===== config.mk =====
export PLATFORM = sky130hd
export DESIGN_NAME = rop_blit_path
export DESIGN_NICKNAME = d
export VERILOG_FILES = /design/src/rtl/rop_blit_pkg.sv /design/src/rtl/rop_cfg_regs.sv /design/src/rtl/rop_word_core.sv /design/src/rtl/rop_blit_path.sv
export SDC_FILE = /design/constraint.sdc
export NUM_CORES = 1
export LEC_CHECK = 0
export BUFFER_PORTS_ARGS = -buffer_cell sky130_fd_sc_hd__buf_2
export CAP_MARGIN = 0
export CORE_ASPECT_RATIO = 1.25
export CORE_MARGIN = 5
export CORE_UTILIZATION = 55
export DETAILED_ROUTE_END_ITERATION = 10
export HOLD_SLACK_MARGIN = 0.03
export PLACE_DENSITY = 0.76
export SYNTH_ARGS = -nofsm -noshare
export SYNTH_HDL_FRONTEND = slang
export SYNTH_HIERARCHICAL = 1
export SYNTH_SLANG_ARGS = --single-unit

===== constraint.sdc =====
create_clock -name clk -period 9.45 [get_ports clk]
set_input_delay 1.89 -clock clk [delete_from_list [all_inputs] [get_ports clk]]
set_output_delay 1.89 -clock clk [all_outputs]
set_load 0.05 [all_outputs]

===== src/rtl/rop_blit_pkg.sv =====
package rop_blit_pkg;
    typedef enum logic [1:0] {
        S_IDLE    = 2'd0,
        S_READ    = 2'd1,
        S_CAPTURE = 2'd2,
        S_WRITE   = 2'd3
    } acc_state_e;

    localparam logic [2:0] MODE_VEC  = 3'b010;
    localparam logic [2:0] MODE_BLT  = 3'b100;
    localparam logic [2:0] MODE_NORM = 3'b111;

    localparam logic [2:0] SEL_MODE = 3'd0;
    localparam logic [2:0] SEL_CTL  = 3'd1;
    localparam logic [2:0] SEL_SRC  = 3'd2;
    localparam logic [2:0] SEL_ROP  = 3'd3;
    localparam logic [2:0] SEL_MASK = 3'd4;
    localparam logic [2:0] SEL_CMD  = 3'd5;

    function automatic logic [15:0] rop_apply(input logic [3:0] code,
                                              input logic [15:0] s,
                                              input logic [15:0] d);
        logic [15:0] r;
        unique case (code)
            4'h0: r = 16'h0000;
            4'h1: r = s & d;
            4'h2: r = s & ~d;
            4'h3: r = s;
            4'h4: r = ~s & d;
            4'h5: r = d;
            4'h6: r = s ^ d;
            4'h7: r = s | d;
            4'h8: r = ~(s | d);
            4'h9: r = ~(s ^ d);
            4'hA: r = ~d;
            4'hB: r = s | ~d;
            4'hC: r = ~s;
            4'hD: r = ~s | d;
            4'hE: r = ~(s & d);
            4'hF: r = 16'hFFFF;
        endcase
        return r;
    endfunction
endpackage


===== src/rtl/rop_cfg_regs.sv =====
module rop_cfg_regs
    import rop_blit_pkg::*;
#(
    parameter int DW = 16
) (
    input  logic          clk,
    input  logic          rst_n,
    input  logic          cfg_wr,
    input  logic [2:0]    cfg_sel,
    input  logic [DW-1:0] cfg_wdata,
    output logic [2:0]    mode,
    output logic [4:0]    shamt,
    output logic [7:0]    ctl,
    output logic [1:0]    src_sel,
    output logic [3:0]    rop_code,
    output logic [DW-1:0] wmask,
    output logic          unblank
);
    logic [7:0]    mode_q, ctl_q, src_q;
    logic [DW-1:0] rop_q, mask_q;
    logic          unblank_q;
    logic          cmd_reset;

    assign cmd_reset = cfg_wr && (cfg_sel == SEL_CMD) && (cfg_wdata[7:0] == 8'h80);

    always_ff @(posedge clk or negedge rst_n) begin
        if (!rst_n) begin
            mode_q    <= {MODE_NORM, 5'd0};
            ctl_q     <= 8'h00;
            src_q     <= 8'hC0;
            rop_q     <= 16'h0300;
            mask_q    <= '0;
            unblank_q <= 1'b0;
        end else if (cmd_reset) begin
            mode_q    <= {MODE_NORM, 5'd0};
            ctl_q     <= 8'h00;
            src_q     <= 8'hC0;
            rop_q     <= 16'h0300;
            mask_q    <= '0;
            unblank_q <= 1'b0;
        end else if (cfg_wr) begin
            unique case (cfg_sel)
                SEL_MODE: mode_q    <= cfg_wdata[7:0];
                SEL_CTL:  ctl_q     <= cfg_wdata[7:0];
                SEL_SRC:  src_q     <= cfg_wdata[7:0];
                SEL_ROP:  rop_q     <= cfg_wdata;
                SEL_MASK: mask_q    <= cfg_wdata;
                SEL_CMD:  unblank_q <= cfg_wdata[0];
                default:  ;
            endcase
        end
    end

    assign mode     = mode_q[7:5];
    assign shamt    = mode_q[4:0];
    assign ctl      = ctl_q;
    assign src_sel  = src_q[7:6];
    assign rop_code = rop_q[11:8];
    assign wmask    = mask_q;
    assign unblank  = unblank_q;

    p_cmd_reset_r10: assert property (@(posedge clk) disable iff (!rst_n)
        cmd_reset |=> (mode == MODE_NORM && wmask == '0 && ctl == 8'h00 && !unblank));
endmodule


===== src/rtl/rop_word_core.sv =====
module rop_word_core
    import rop_blit_pkg::*;
#(
    parameter int DW = 16
) (
    input  logic [2:0]    mode,
    input  logic [4:0]    shamt,
    input  logic [1:0]    src_sel,
    input  logic          rop_en,
    input  logic [3:0]    rop_code,
    input  logic [DW-1:0] wmask,
    input  logic [DW-1:0] host_word,
    input  logic [DW-1:0] hold_word,
    input  logic [DW-1:0] dest_word,
    output logic [DW-1:0] out_word
);
    localparam int SW = $clog2(DW);

    logic [2*DW-1:0] funnel;
    logic [DW-1:0]   data_w, src_w, rop_w;

    always_comb begin
        funnel = {hold_word, host_word} >> shamt[SW-1:0];
        data_w = (mode == MODE_BLT) ? funnel[DW-1:0] : host_word;
        unique case (src_sel)
            2'b00:   src_w = '1;
            2'b01:   src_w = {DW{data_w[0]}};
            default: src_w = data_w;
        endcase
        rop_w    = rop_en ? rop_apply(rop_code, src_w, dest_word) : src_w;
        out_word = (wmask & dest_word) | (~wmask & rop_w);
    end
endmodule


===== src/rtl/rop_blit_path.sv =====
module rop_blit_path
    import rop_blit_pkg::*;
#(
    parameter int AW = 8,
    parameter int DW = 16
) (
    input  logic          clk,
    input  logic          rst_n,
    input  logic          cfg_wr,
    input  logic [2:0]    cfg_sel,
    input  logic [DW-1:0] cfg_wdata,
    input  logic          acc_req,
    input  logic          acc_is_write,
    input  logic [AW-1:0] acc_addr,
    input  logic [DW-1:0] acc_wdata,
    output logic          busy,
    output logic [DW-1:0] host_rdata,
    output logic          mem_rd,
    output logic          mem_wr,
    output logic [AW-1:0] mem_addr,
    input  logic [DW-1:0] mem_rdata,
    output logic [DW-1:0] mem_wdata,
    output logic          disp_on,
    output logic          sync_en,
    output logic          sync_rst_n,
    output logic          addr_blit
);
    acc_state_e    state_q, state_d;
    logic          is_wr_q;
    logic [AW-1:0] addr_q;
    logic [DW-1:0] data_q, dest_q, hold_q, rdata_q;

    logic [2:0]    mode;
    logic [4:0]    shamt;
    logic [7:0]    ctl;
    logic [1:0]    src_sel;
    logic [3:0]    rop_code;
    logic [DW-1:0] wmask;
    logic          unblank;

    rop_cfg_regs #(.DW(DW)) u_regs (
        .clk(clk), .rst_n(rst_n), .cfg_wr(cfg_wr), .cfg_sel(cfg_sel),
        .cfg_wdata(cfg_wdata), .mode(mode), .shamt(shamt), .ctl(ctl),
        .src_sel(src_sel), .rop_code(rop_code), .wmask(wmask), .unblank(unblank)
    );

    rop_word_core #(.DW(DW)) u_core (
        .mode(mode), .shamt(shamt), .src_sel(src_sel), .rop_en(ctl[4]),
        .rop_code(rop_code), .wmask(wmask), .host_word(data_q),
        .hold_word(hold_q), .dest_word(dest_q), .out_word(mem_wdata)
    );

    // next-state logic
    always_comb begin
        state_d = state_q;
        unique case (state_q)
            S_IDLE:    if (acc_req) state_d = S_READ;
            S_READ:    state_d = S_CAPTURE;
            S_CAPTURE: state_d = is_wr_q ? S_WRITE : S_IDLE;
            S_WRITE:   state_d = S_IDLE;
        endcase
    end

    // state register
    always_ff @(posedge clk or negedge rst_n) begin
        if (!rst_n) state_q <= S_IDLE;
        else        state_q <= state_d;
    end

    // datapath registers
    always_ff @(posedge clk or negedge rst_n) begin
        if (!rst_n) begin
            is_wr_q <= 1'b0;
            addr_q  <= '0;
            data_q  <= '0;
            dest_q  <= '0;
            hold_q  <= '0;
            rdata_q <= '0;
        end else begin
            unique case (state_q)
                S_IDLE: if (acc_req) begin
                    is_wr_q <= acc_is_write;
                    addr_q  <= acc_addr;
                    data_q  <= acc_wdata;
                end
                S_CAPTURE: begin
                    dest_q <= mem_rdata;
                    if (!is_wr_q) begin
                        rdata_q <= mem_rdata;
                        if (mode == MODE_BLT) hold_q <= mem_rdata;
                    end
                end
                S_WRITE: if (mode == MODE_BLT) hold_q <= data_q;
                default: ;
            endcase
        end
    end

    // outputs
    always_comb begin
        busy       = (state_q != S_IDLE);
        mem_rd     = (state_q == S_READ);
        mem_wr     = (state_q == S_WRITE);
        mem_addr   = addr_q;
        host_rdata = rdata_q;
        disp_on    = unblank & ctl[0];
        sync_en    = ctl[1];
        sync_rst_n = ctl[3];
        addr_blit  = ctl[7];
    end

    p_rd_one_cycle_r1: assert property (@(posedge clk) disable iff (!rst_n)
        mem_rd |=> !mem_rd);
    p_wr_after_rd_r1: assert property (@(posedge clk) disable iff (!rst_n)
        mem_wr |-> $past(mem_rd, 2));
    p_strobe_busy_r1: assert property (@(posedge clk) disable iff (!rst_n)
        (mem_rd || mem_wr) |-> busy);
    p_no_rd_wr_r1: assert property (@(posedge clk) disable iff (!rst_n)
        !(mem_rd && mem_wr));
    p_mask_keeps_dest_r4: assert property (@(posedge clk) disable iff (!rst_n)
        mem_wr |-> (((mem_wdata ^ $past(mem_rdata)) & wmask) == '0));
endmodule


# ---- Yosys cells after proc, flatten, opt, wreduce, memory -nomap -nowiden
# Index checks and enable logic that the tools add are counted.
dict set report classes {
  n_eq_ne 30
  shift 1
  muxes 29
  bitwise 18
  n_reduce_logical 24
}
# operator count
set op_table {}
lappend op_table {{one-hot mux 16 bit (16 select lines)} 1}
lappend op_table {{two-way mux 16 bit} 8}
lappend op_table {{NOT 16 bit} 6}
lappend op_table {{bitwise AND 16 bit} 5}
lappend op_table {{two-way mux 8 bit} 9}
lappend op_table {{bitwise OR 16 bit} 4}
lappend op_table {{one-hot mux 16 bit (2 select lines)} 2}
lappend op_table {{two-way mux 12 bit} 3}
lappend op_table {{equality test 4 bit (second input constant)} 8}
lappend op_table {{right shift 32 x 4 -> 16 bit} 1}
lappend op_table {{nonzero test 2 bit} 9}
lappend op_table {{equality test 4 x 3 -> 1 bit (second input constant)} 4}
lappend op_table {{AND reduction 2 bit} 8}
lappend op_table {{bitwise XOR 16 bit} 1}
lappend op_table {{equality test 3 bit (second input constant)} 3}
lappend op_table {{equality test 4 x 2 -> 1 bit (second input constant)} 2}
lappend op_table {{equality test 8 bit (second input constant)} 1}
lappend op_table {{one-hot mux 2 bit (4 select lines)} 1}
lappend op_table {{equality test 3 x 2 -> 1 bit (second input constant)} 2}
lappend op_table {{!= test 2 bit (second input constant)} 3}
lappend op_table {{equality test 2 x 1 -> 1 bit (second input constant)} 2}
lappend op_table {{equality test 2 bit (second input constant)} 2}
lappend op_table {{equality test 4 x 1 -> 1 bit (second input constant)} 1}
lappend op_table {{zero test 2 bit} 2}
lappend op_table {{other kinds (10)} 14}
dict set report word_totals {
  reg_bits 128
  inputBits 64
  out_inout_bits 47
}

# ---- Longest topological paths before layout
# Gate-level depths: netlist (run 1).
dict set report logic_depth {
  depth_word 9
  depth_mapped 17
  depth_no_buf 14
}

# ---- Hierarchy
# Netlist (run 1), hierarchy kept.
# module instances cells_per_inst area_each_um2 seq_area_each_um2
set by_module_without_submodules {}
lappend by_module_without_submodules {rop_word_core 1 625 4899.7 0.0}
lappend by_module_without_submodules {rop_blit_path 1 186 3065.4 1876.8}
lappend by_module_without_submodules {rop_cfg_regs 1 209 2009.4 984.7}

# ---- Least setup slack after synthesis (run 1)
# Ideal clock, no wire load.
dict set report synth_path {
  path_kind {reg-to-output}
  start {reg u_regs.mode_q[7]}
  end {out mem_wdata[1]}
  arrival_time_ps 3832
  required_time_ps 7560
  slack_ps 3728
  stages_incl_launch_ff 14
  cell_sequence {dfstp_2 or3b_1 a311o_1 o31ai_4 nor3_2 buf_6 nor2_1 ha_1 mux4_2 a21oi_1 nand2_1 o221ai_1 o21ai_1 a22oi_1}
}
dict set report synth_between {
  elab_chain_cells 9
}
# element line
set synth_rtl {}
lappend synth_rtl {{start, declared} rop_cfg_regs.sv:19} ;# logic [7:0] mode_q, ctl_q, src_q;
lappend synth_rtl {{start signal, assigned} rop_cfg_regs.sv:28} ;# mode_q <= {MODE_NORM, 5'd0};
lappend synth_rtl {{start signal, assigned} rop_cfg_regs.sv:35} ;# mode_q <= {MODE_NORM, 5'd0};
lappend synth_rtl {{start signal, assigned} rop_cfg_regs.sv:43} ;# SEL_MODE: mode_q <= cfg_wdata[7:0];
lappend synth_rtl {{equality test 3 bit *} rop_word_core.sv:24} ;# data_w = (mode == MODE_BLT) ? funnel[DW-1:0] : host_word;
lappend synth_rtl {{two-way mux 16 bit *} rop_word_core.sv:24}
lappend synth_rtl {{one-hot mux 16 bit (2 select lines) *} rop_word_core.sv:25} ;# unique case (src_sel)
lappend synth_rtl {{bitwise AND 16 bit, or another cell as far along} {rop_blit_pkg.sv:26, rop_blit_pkg.sv:39}}
lappend synth_rtl {{NOT 16 bit, or another cell as far along} rop_blit_pkg.sv:39} ;# 4'hE: r = ~(s & d);
lappend synth_rtl {{one-hot mux 16 bit (16 select lines)} rop_blit_pkg.sv:24} ;# unique case (code)
lappend synth_rtl {{two-way mux 16 bit *} rop_word_core.sv:30} ;# rop_w = rop_en ? rop_apply(rop_code, src_w, dest_word) : src_w;
lappend synth_rtl {{bitwise AND 16 bit *} rop_word_core.sv:31} ;# out_word = (wmask & dest_word) | (~wmask & rop_w);
lappend synth_rtl {{bitwise OR 16 bit *} rop_word_core.sv:31}
lappend synth_rtl {{end, declared} rop_blit_path.sv:22} ;# output logic [DW-1:0] mem_wdata,
# Mark *: on every way between the ends. The rest lies on a longest branch, timed or not.

# ---- Worst setup path after layout (run 1)
dict set report layout_path {
  start {reg u_regs.mode_q[1]}
  end {out mem_wdata[2]}
}
dict set report layout_between {
  elab_chain_cells 9
}
# element line
set layout_rtl {}
lappend layout_rtl {{right shift 32 x 4 -> 16 bit *} rop_word_core.sv:23} ;# funnel = {hold_word, host_word} >> shamt[SW-1:0];
lappend layout_rtl {{two-way mux 16 bit *} rop_word_core.sv:24}
lappend layout_rtl {{one-hot mux 16 bit (2 select lines) *} rop_word_core.sv:25}
lappend layout_rtl {{bitwise AND 16 bit, or another cell as far along} {rop_blit_pkg.sv:26, rop_blit_pkg.sv:39}}
lappend layout_rtl {{NOT 16 bit, or another cell as far along} rop_blit_pkg.sv:39}
lappend layout_rtl {{one-hot mux 16 bit (16 select lines)} rop_blit_pkg.sv:24}
lappend layout_rtl {{two-way mux 16 bit *} rop_word_core.sv:30}
lappend layout_rtl {{bitwise AND 16 bit *} rop_word_core.sv:31}
lappend layout_rtl {{bitwise OR 16 bit *} rop_word_core.sv:31}
# Marks and branches as above.

==> key figures, run 1 <==
Route
  – WL final: between 20 and 30 mm
  – DR DRC count: 0
  – Via count: 8679
  – Via density: 6.76
  – Routed wire length per instance: 22.4 µm
  – Detail Route Antenna Nets: 0
  – Drt first pass iters: 7
  – DR iter-0 viols: 861

Die
  – Core Area: 17400 µm²
  – Starting Density: 0.559
  – Die area: 20500 µm²
  – Die width: 129 µm
  – Die height: 159 µm
  – FP Rows: between 50 and 60
  – # IOs: 111

Setup path
  – Worst path arrival time: just over 5000 ps
  – Crit path buf inv count: 2
  – CP cell instances: buf_4, mux4_2, mux2i_1, nor2_1, nor3_2, nor2_1, ha_1, mux4_2, a21oi_1, nand2_1, o221ai_1, o21ai_1, a22oi_2, buf_2
  – Slowest stage cell, crit path: nor3_2
  – Worst Setup End Kind: output pin
  – CP delay by family, top: simple AND/OR/NAND/NOR gates
  – Critical Path RT: between 7000 and 8000 ps
  – Critical path origin: u_regs/mode_q[1]$_DFFE_PN0P_
  – Crit Path Class: flip-flop to output pin
  – Slowest cell delay on critical path: 870 ps
  – CP Max Fanout: 42
  – FF-to-FF Start: state_q[0]$_DFFE_PN0P_
  – CP Launch Type: flip-flop

Clock tree
  – CTS tree: built
  – # H-tree levels: 3
  – Post-CTS Setup Repair Bufs: 0
  – CTS Hold Bufs: 0
  – Clock buffer depth: 2
  – Post_cts resized: 0
  – Clk slew on worst S/H paths: 70 ps
  – CTS Sinks: 109
  – CTS Buf Count: 9
  – Worst-Skew Late Latency: 350 ps
  – CTS root buf: clkbuf_16

GRT
  – Gr usage total: 0.279
  – Largest net degree at the start of global routing: 68
  – Initial antenna violation count: 0
  – GR Overflow Total: 0
  – First-pass GRT wire length: 45.7 mm
  – Vias in the first global route: roughly 8500

Pwr
  – Clock power share: 0.112
  – Switching Share: 0.491
  – Flop pwr share: 0.287
  – Maximum vdd drop: 0.247 mV
  – Switch Pwr: 0.00157 W
  – Cell Pwr Density: a little over 300 nW/µm²
  – Logic gate share of total power: 0.601
  – Internal power: 0.00163 W
  – Leakage power: 4.71 nW

STA
  – Final Hold Viols: 0
  – RSZ-0062 raised after global routing: false
  – Min Tclk post-route: 6920 ps
  – Setup TNS: 0 ps
  – Crit share post-route: 0.732
  – Max transition margin: 0.227
  – Final clock skew: 5.81 ps
  – F_max: 0.145 GHz
  – Worst slew pin tran: roughly 1100 ps
  – Final setup viols: 0
  – Pins Over Slew Limit: 0

Layout
  – Fin area: around 11000 µm²
  – Layout cells sized above 1: 0.280
  – P&R area growth vs syn: 7.85%
  – Filler cell count in the final layout: approximately 1500
  – Fin nets: 1182
  – Antenna Cells: 0

Placement
  – RD Place Congestion: 0.955
  – Placed cell areas: just over 10000 µm²
  – DP Wirelength: about 20 mm
  – I/O Buffers: 110

Logic synthesis
  – Ys Warns: 6
  – Synthesized area: 9750 µm²
  – Per-instance average area after synthesis: 9.75 µm²
  – Synth Net Count: 1128
  – Cells after Synth: 1000

Worst hold path
  – Hold crit path type: flip-flop to flip-flop
  – Min-delay src: u_regs/unblank$_DFFE_PN0P_

Outcome
  – Outcome: finished, final reports clean

Job
  – Max-cap violations: 0
==> worst paths after layout <==
| kind | endpoint | slack, ps | cells past startpoint |
|---|---|---|---|
| worst max register to register | host_rdata[4]$_DFFE_PN0P_ | 7080 | 3 |
| worst min-delay path | u_regs/unblank$_DFFE_PN0P_ | 490 | 2 |
| worst min register to register | u_regs/unblank$_DFFE_PN0P_ | 490 | 2 |
| max in group asynchronous | u_regs/rop_q[11]$_DFFE_PN0P_ | 6610 | 2 |
| min in group asynchronous | data_q[14]$_DFFE_PN0P_ | 1520 | 1 |
| worst max-delay path | mem_wdata[2] | 2530 | 14 |
==> registers in the layout (all words and copies together), names as in the netlist, 4 cells and up <==
signal / count
data_q: 16
dest_q: 16
host_rdata: 16
u_regs/wmask: 16
hold_q: 15
mem_addr: 8
u_regs/mode_q: 7
u_regs/ctl: 5
u_regs/rop_q: 4
==> metrics by stage <==
stage / instances / hold WS (ps) / worst slack, ps / util / total power [W]
2_1_floorplan: 1000 / 442 / 3730 / - / 0.00234
3_3_place_gp: 1267 / 462 / 3020 / 0.587 / 0.00275
3_5_place_dp: 1267 / 475 / 2970 / 0.587 / 0.00281
4_1_cts: 1283 / 491 / 2540 / 0.603 / 0.00319
5_1_grt: 1283 / 525 / 2110 / 0.603 / 0.00341
6_report: 1283 / 488 / 2530 / 0.603 / 0.00320
==> power groups by stage <==
| stage | registers, W | clock network (W) | logic [W] |
|---|---|---|---|
| after floorplan | 0.000994 | 0 | 0.00135 |
| after global placement | 0.000906 | 0 | 0.00185 |
| after detailed placement | 0.000915 | 0 | 0.00189 |
| after CTS | 0.000911 | 0.000371 | 0.00190 |
| after global routing | 0.000941 | 0.000389 | 0.00208 |
| final | 0.000919 | 0.000360 | 0.00192 |
==> cells in the final DEF, fill, tap and decap left out, drive strengths merged, types with 15 or more instances in the layout <==
cell    instances
o22ai          20
a31oi          15
inv            60
o221ai         15
a21oi          54
nor2b          16
nand3          23
buf           122
ha             64
o21ai          37
nand2          85
dfrtp         102
o211ai         29
nor2           47
mux2i          42
mux2           95
mux4           38
a22oi          43
==> layout make-up <==
type | count | area [µm²] | share of cell area
clock buffers | 11 | 243 | 0.0231
inverters | 59 | 221 | 0.0211
repair buffers | 122 | 643 | 0.0612
multi-input cells | 753 | 6350 | 0.604
clock inverters | 5 | 35.0 | 0.00333
flip-flops and latches | 109 | 2740 | 0.260
well taps | 224 | 280 | 0.0267
==> metal layers <==
layer,share of wire,vias up,track usage
met3,0.071,109,0.0390
met5,0,-,0
li1,-,3880,-
met1,0.39,4212,0.360
met4,0.067,0,0.171
met2,0.47,478,0.441
==> worst register-to-register path: stages, from the launching register on <==
cell	delay [ps]
dfrtp_1	450
nand2b_1	670
nor2_4	730
mux2_2	420
(Power assumes the default switching activity.)
==> run 2: changes to the inputs <==
ABC_AREA = 1   (was not set)
CORE_UTILIZATION = 54   (was 55)
PLACE_DENSITY = 0.78   (was 0.76)
clock period = 6.2 ns   (was 9.45 ns; I/O delays follow)
==> run 2 against run 1 <==
Final cell count is 29% higher. Power is 45% higher. Critical path depth is 2 higher. Synthesized cell count is 37% higher. Flip-flop and latch count stayed put. Register-to-register slack worse by 3200 ps. Worst setup slack worse by 1500 ps. Area after synthesis is 7.4% lower. Sequential share of layout area is 1.7 points higher. Largest cell class unchanged. Largest power group unchanged.
==> key figures, run 2 <==
Setup path
  – CP Launch Type: flip-flop
  – R2r setup slk: between 3000 and 4000 ps
  – FF-to-FF Start: state_q[1]$_DFFE_PN0P_
  – CP Max Fanout: 28
  – Worst Setup End Kind: output pin
  – Crit Path Class: flip-flop to output pin
  – Endpoint of the worst register-to-register path: host_rdata[2]$_DFFE_PN0P_
  – Worst path arrival time: 3940 ps
  – Critical Path RT: 4960 ps
  – FF-to-FF path depth: 5

Die
  – FP Rows: 52
  – Die area: ~20000 µm²
  – Die width: 126 µm
  – Core Area: 16300 µm²
  – Die height: ~150 µm
  – # IOs: about 110
  – Starting Density: 0.553

Worst hold path
  – Hold crit path type: flip-flop to flip-flop
  – Worst Hold Path Cells: 2
  – Hold Path Sink: u_regs/ctl[7]$_DFFE_PN0P_
  – Min-delay src: u_regs/ctl[7]$_DFFE_PN0P_

STA
  – Worst slew pin tran: between 1000 and 1500 ps
  – Max transition margin: 0.299
  – Crit share post-route: 0.836
  – Min Tclk post-route: just over 5000 ps
  – RSZ-0062 raised after global routing: false
  – Setup TNS: 0 ps
  – Hold WS: 471 ps
  – Final clock skew: 16.5 ps
  – F_max: 0.193 GHz
  – Final Hold Viols: 0
  – Pins Over Slew Limit: 0
  – Final setup viols: 0

Route
  – DR iter-0 viols: 1281
  – DR DRC count: 0
  – Via density: 5.77
  – DR WL met3: 2.01 mm
  – Drt first pass iters: 9
  – Via count: 9555
  – M1 wire length: 11.3 mm
  – WL final: about 28 mm
  – Routed wire length per instance: 17.0 µm
  – Detail Route Antenna Nets: 0
  – Top sig layer: met4
  – Met2 wire len: 13.7 mm

Placement
  – RD Place Congestion: 0.961
  – I/O Buffers: 110
  – Placed cell areas: between 9000 and 10000 µm²
  – DP Wirelength: 20.3 mm
  – Dpl cells: 1640

Clock tree
  – Worst-Skew Late Latency: 380 ps
  – CTS Hold Bufs: 0
  – CTS tree: built
  – Clock buffer depth: 2
  – Clk slew on worst S/H paths: around 80 ps
  – # H-tree levels: 3
  – CTS Buf Count: 9
  – Post_cts resized: 0
  – CTS Sinks: 109
  – CTS root buf: clkbuf_16
  – Post-CTS Setup Repair Bufs: 0

Logic synthesis
  – Per-instance average area after synthesis: between 6 and 7 µm²
  – Cells after Synth: roughly 1400
  – Ys Warns: 6
  – Synthesized area: 9030 µm²
  – Synth Net Count: 1502

GRT
  – Largest net degree at the start of global routing: a little under 60
  – Initial antenna violation count: 0
  – GR Overflow Total: 0
  – Gr usage total: 0.285
  – First-pass GRT wire length: 45.2 mm
  – Vias in the first global route: between 8000 and 9000

Pwr
  – Leakage power: 5.45 nW
  – Cell Pwr Density: around 470 nW/µm²
  – Maximum vdd drop: 0.363 mV

Layout
  – Final core utilization: 0.604
  – Antenna Cells: 0
  – Post-Layout Cell Count: 1656
  – Most common cell after layout, fill and taps aside: nand2_1
  – Most frequent cells in the layout: nand2_1 (469), nand3_1 (257), inv_1 (131)
  – Fin area: just under 10000 µm²
  – Fin nets: ~1600
  – Filler cell count in the final layout: 1582
  – Layout cells sized above 1: 0.128
  – P&R area growth vs syn: 9.27%

Outcome
  – Outcome: finished, final reports clean

Job
  – Max-cap violations: 0
## run 2: per-stage QoR
stage,total power [W],setup WS (ps)
floorplan,0.00332,1960
global route,0.00499,733
detailed placement,0.00397,1540
finish,0.00463,1020
CTS,0.00460,1130
global placement,0.00392,1580
## run 2: how the worst max path moves through the flow
stage / from / endpoint / slack (ps) / cells after the start
global placement: u_regs/mode_q[1]$_DFFE_PN0P_ / mem_wdata[8] / 1580 / 16
global route: u_regs/mode_q[1]$_DFFE_PN0P_ / mem_wdata[5] / 730 / 16
detailed placement: u_regs/mode_q[1]$_DFFE_PN0P_ / mem_wdata[8] / 1540 / 16
finish: u_regs/mode_q[1]$_DFFE_PN0P_ / mem_wdata[5] / 1020 / 16
CTS: u_regs/mode_q[1]$_DFFE_PN0P_ / mem_wdata[8] / 1130 / 16
floorplan: u_regs/mode_q[7]$_DFFE_PN1P_ / mem_wdata[8] / 1960 / 14
## run 2: per-layer routing
layer / vias up / track usage
li1: 4628 / -
met1: 4425 / 0.360
met2: 431 / 0.482
met3: 71 / 0.0393
met4: 0 / 0.137
met5: - / 0
## run 2: critical path, cell delays in order, from the launching register on
cell and delay, ps:
dfrtp_1 520, inv_2 440, nand3_1 170, nand3_1 120, nand3_1 100, nand3_2 140, nand4_4 380, nand2_1 290
inv_1 90, ha_1 300, a221oi_1 340, nand3_1 140, nor2_1 120, nand2_1 70, nand2_1 50, a21oi_1 80
buf_2 220
## run 2: power by group
group | total [W] | internal, W | switching (W) | leakage (nW)
combinational | 0.00259 | 0.000759 | 0.00183 | 3.96
sequential | 0.00142 | 0.000995 | 0.000428 | 1.33
clock | 0.000617 | 0.000297 | 0.000320 | 0.152
## run 2: cell type report
| type | count | area [µm²] | share of cell area |
|---|---|---|---|
| tap | 216 | 270 | 0.0274 |
| timing repair buffer | 118 | 613 | 0.0621 |
| clock inverter | 7 | 95.1 | 0.00964 |
| multi-input combinational | 1060 | 5410 | 0.549 |
| clock buffer | 9 | 225 | 0.0228 |
| inverter | 137 | 514 | 0.0521 |
| sequential | 109 | 2740 | 0.277 |
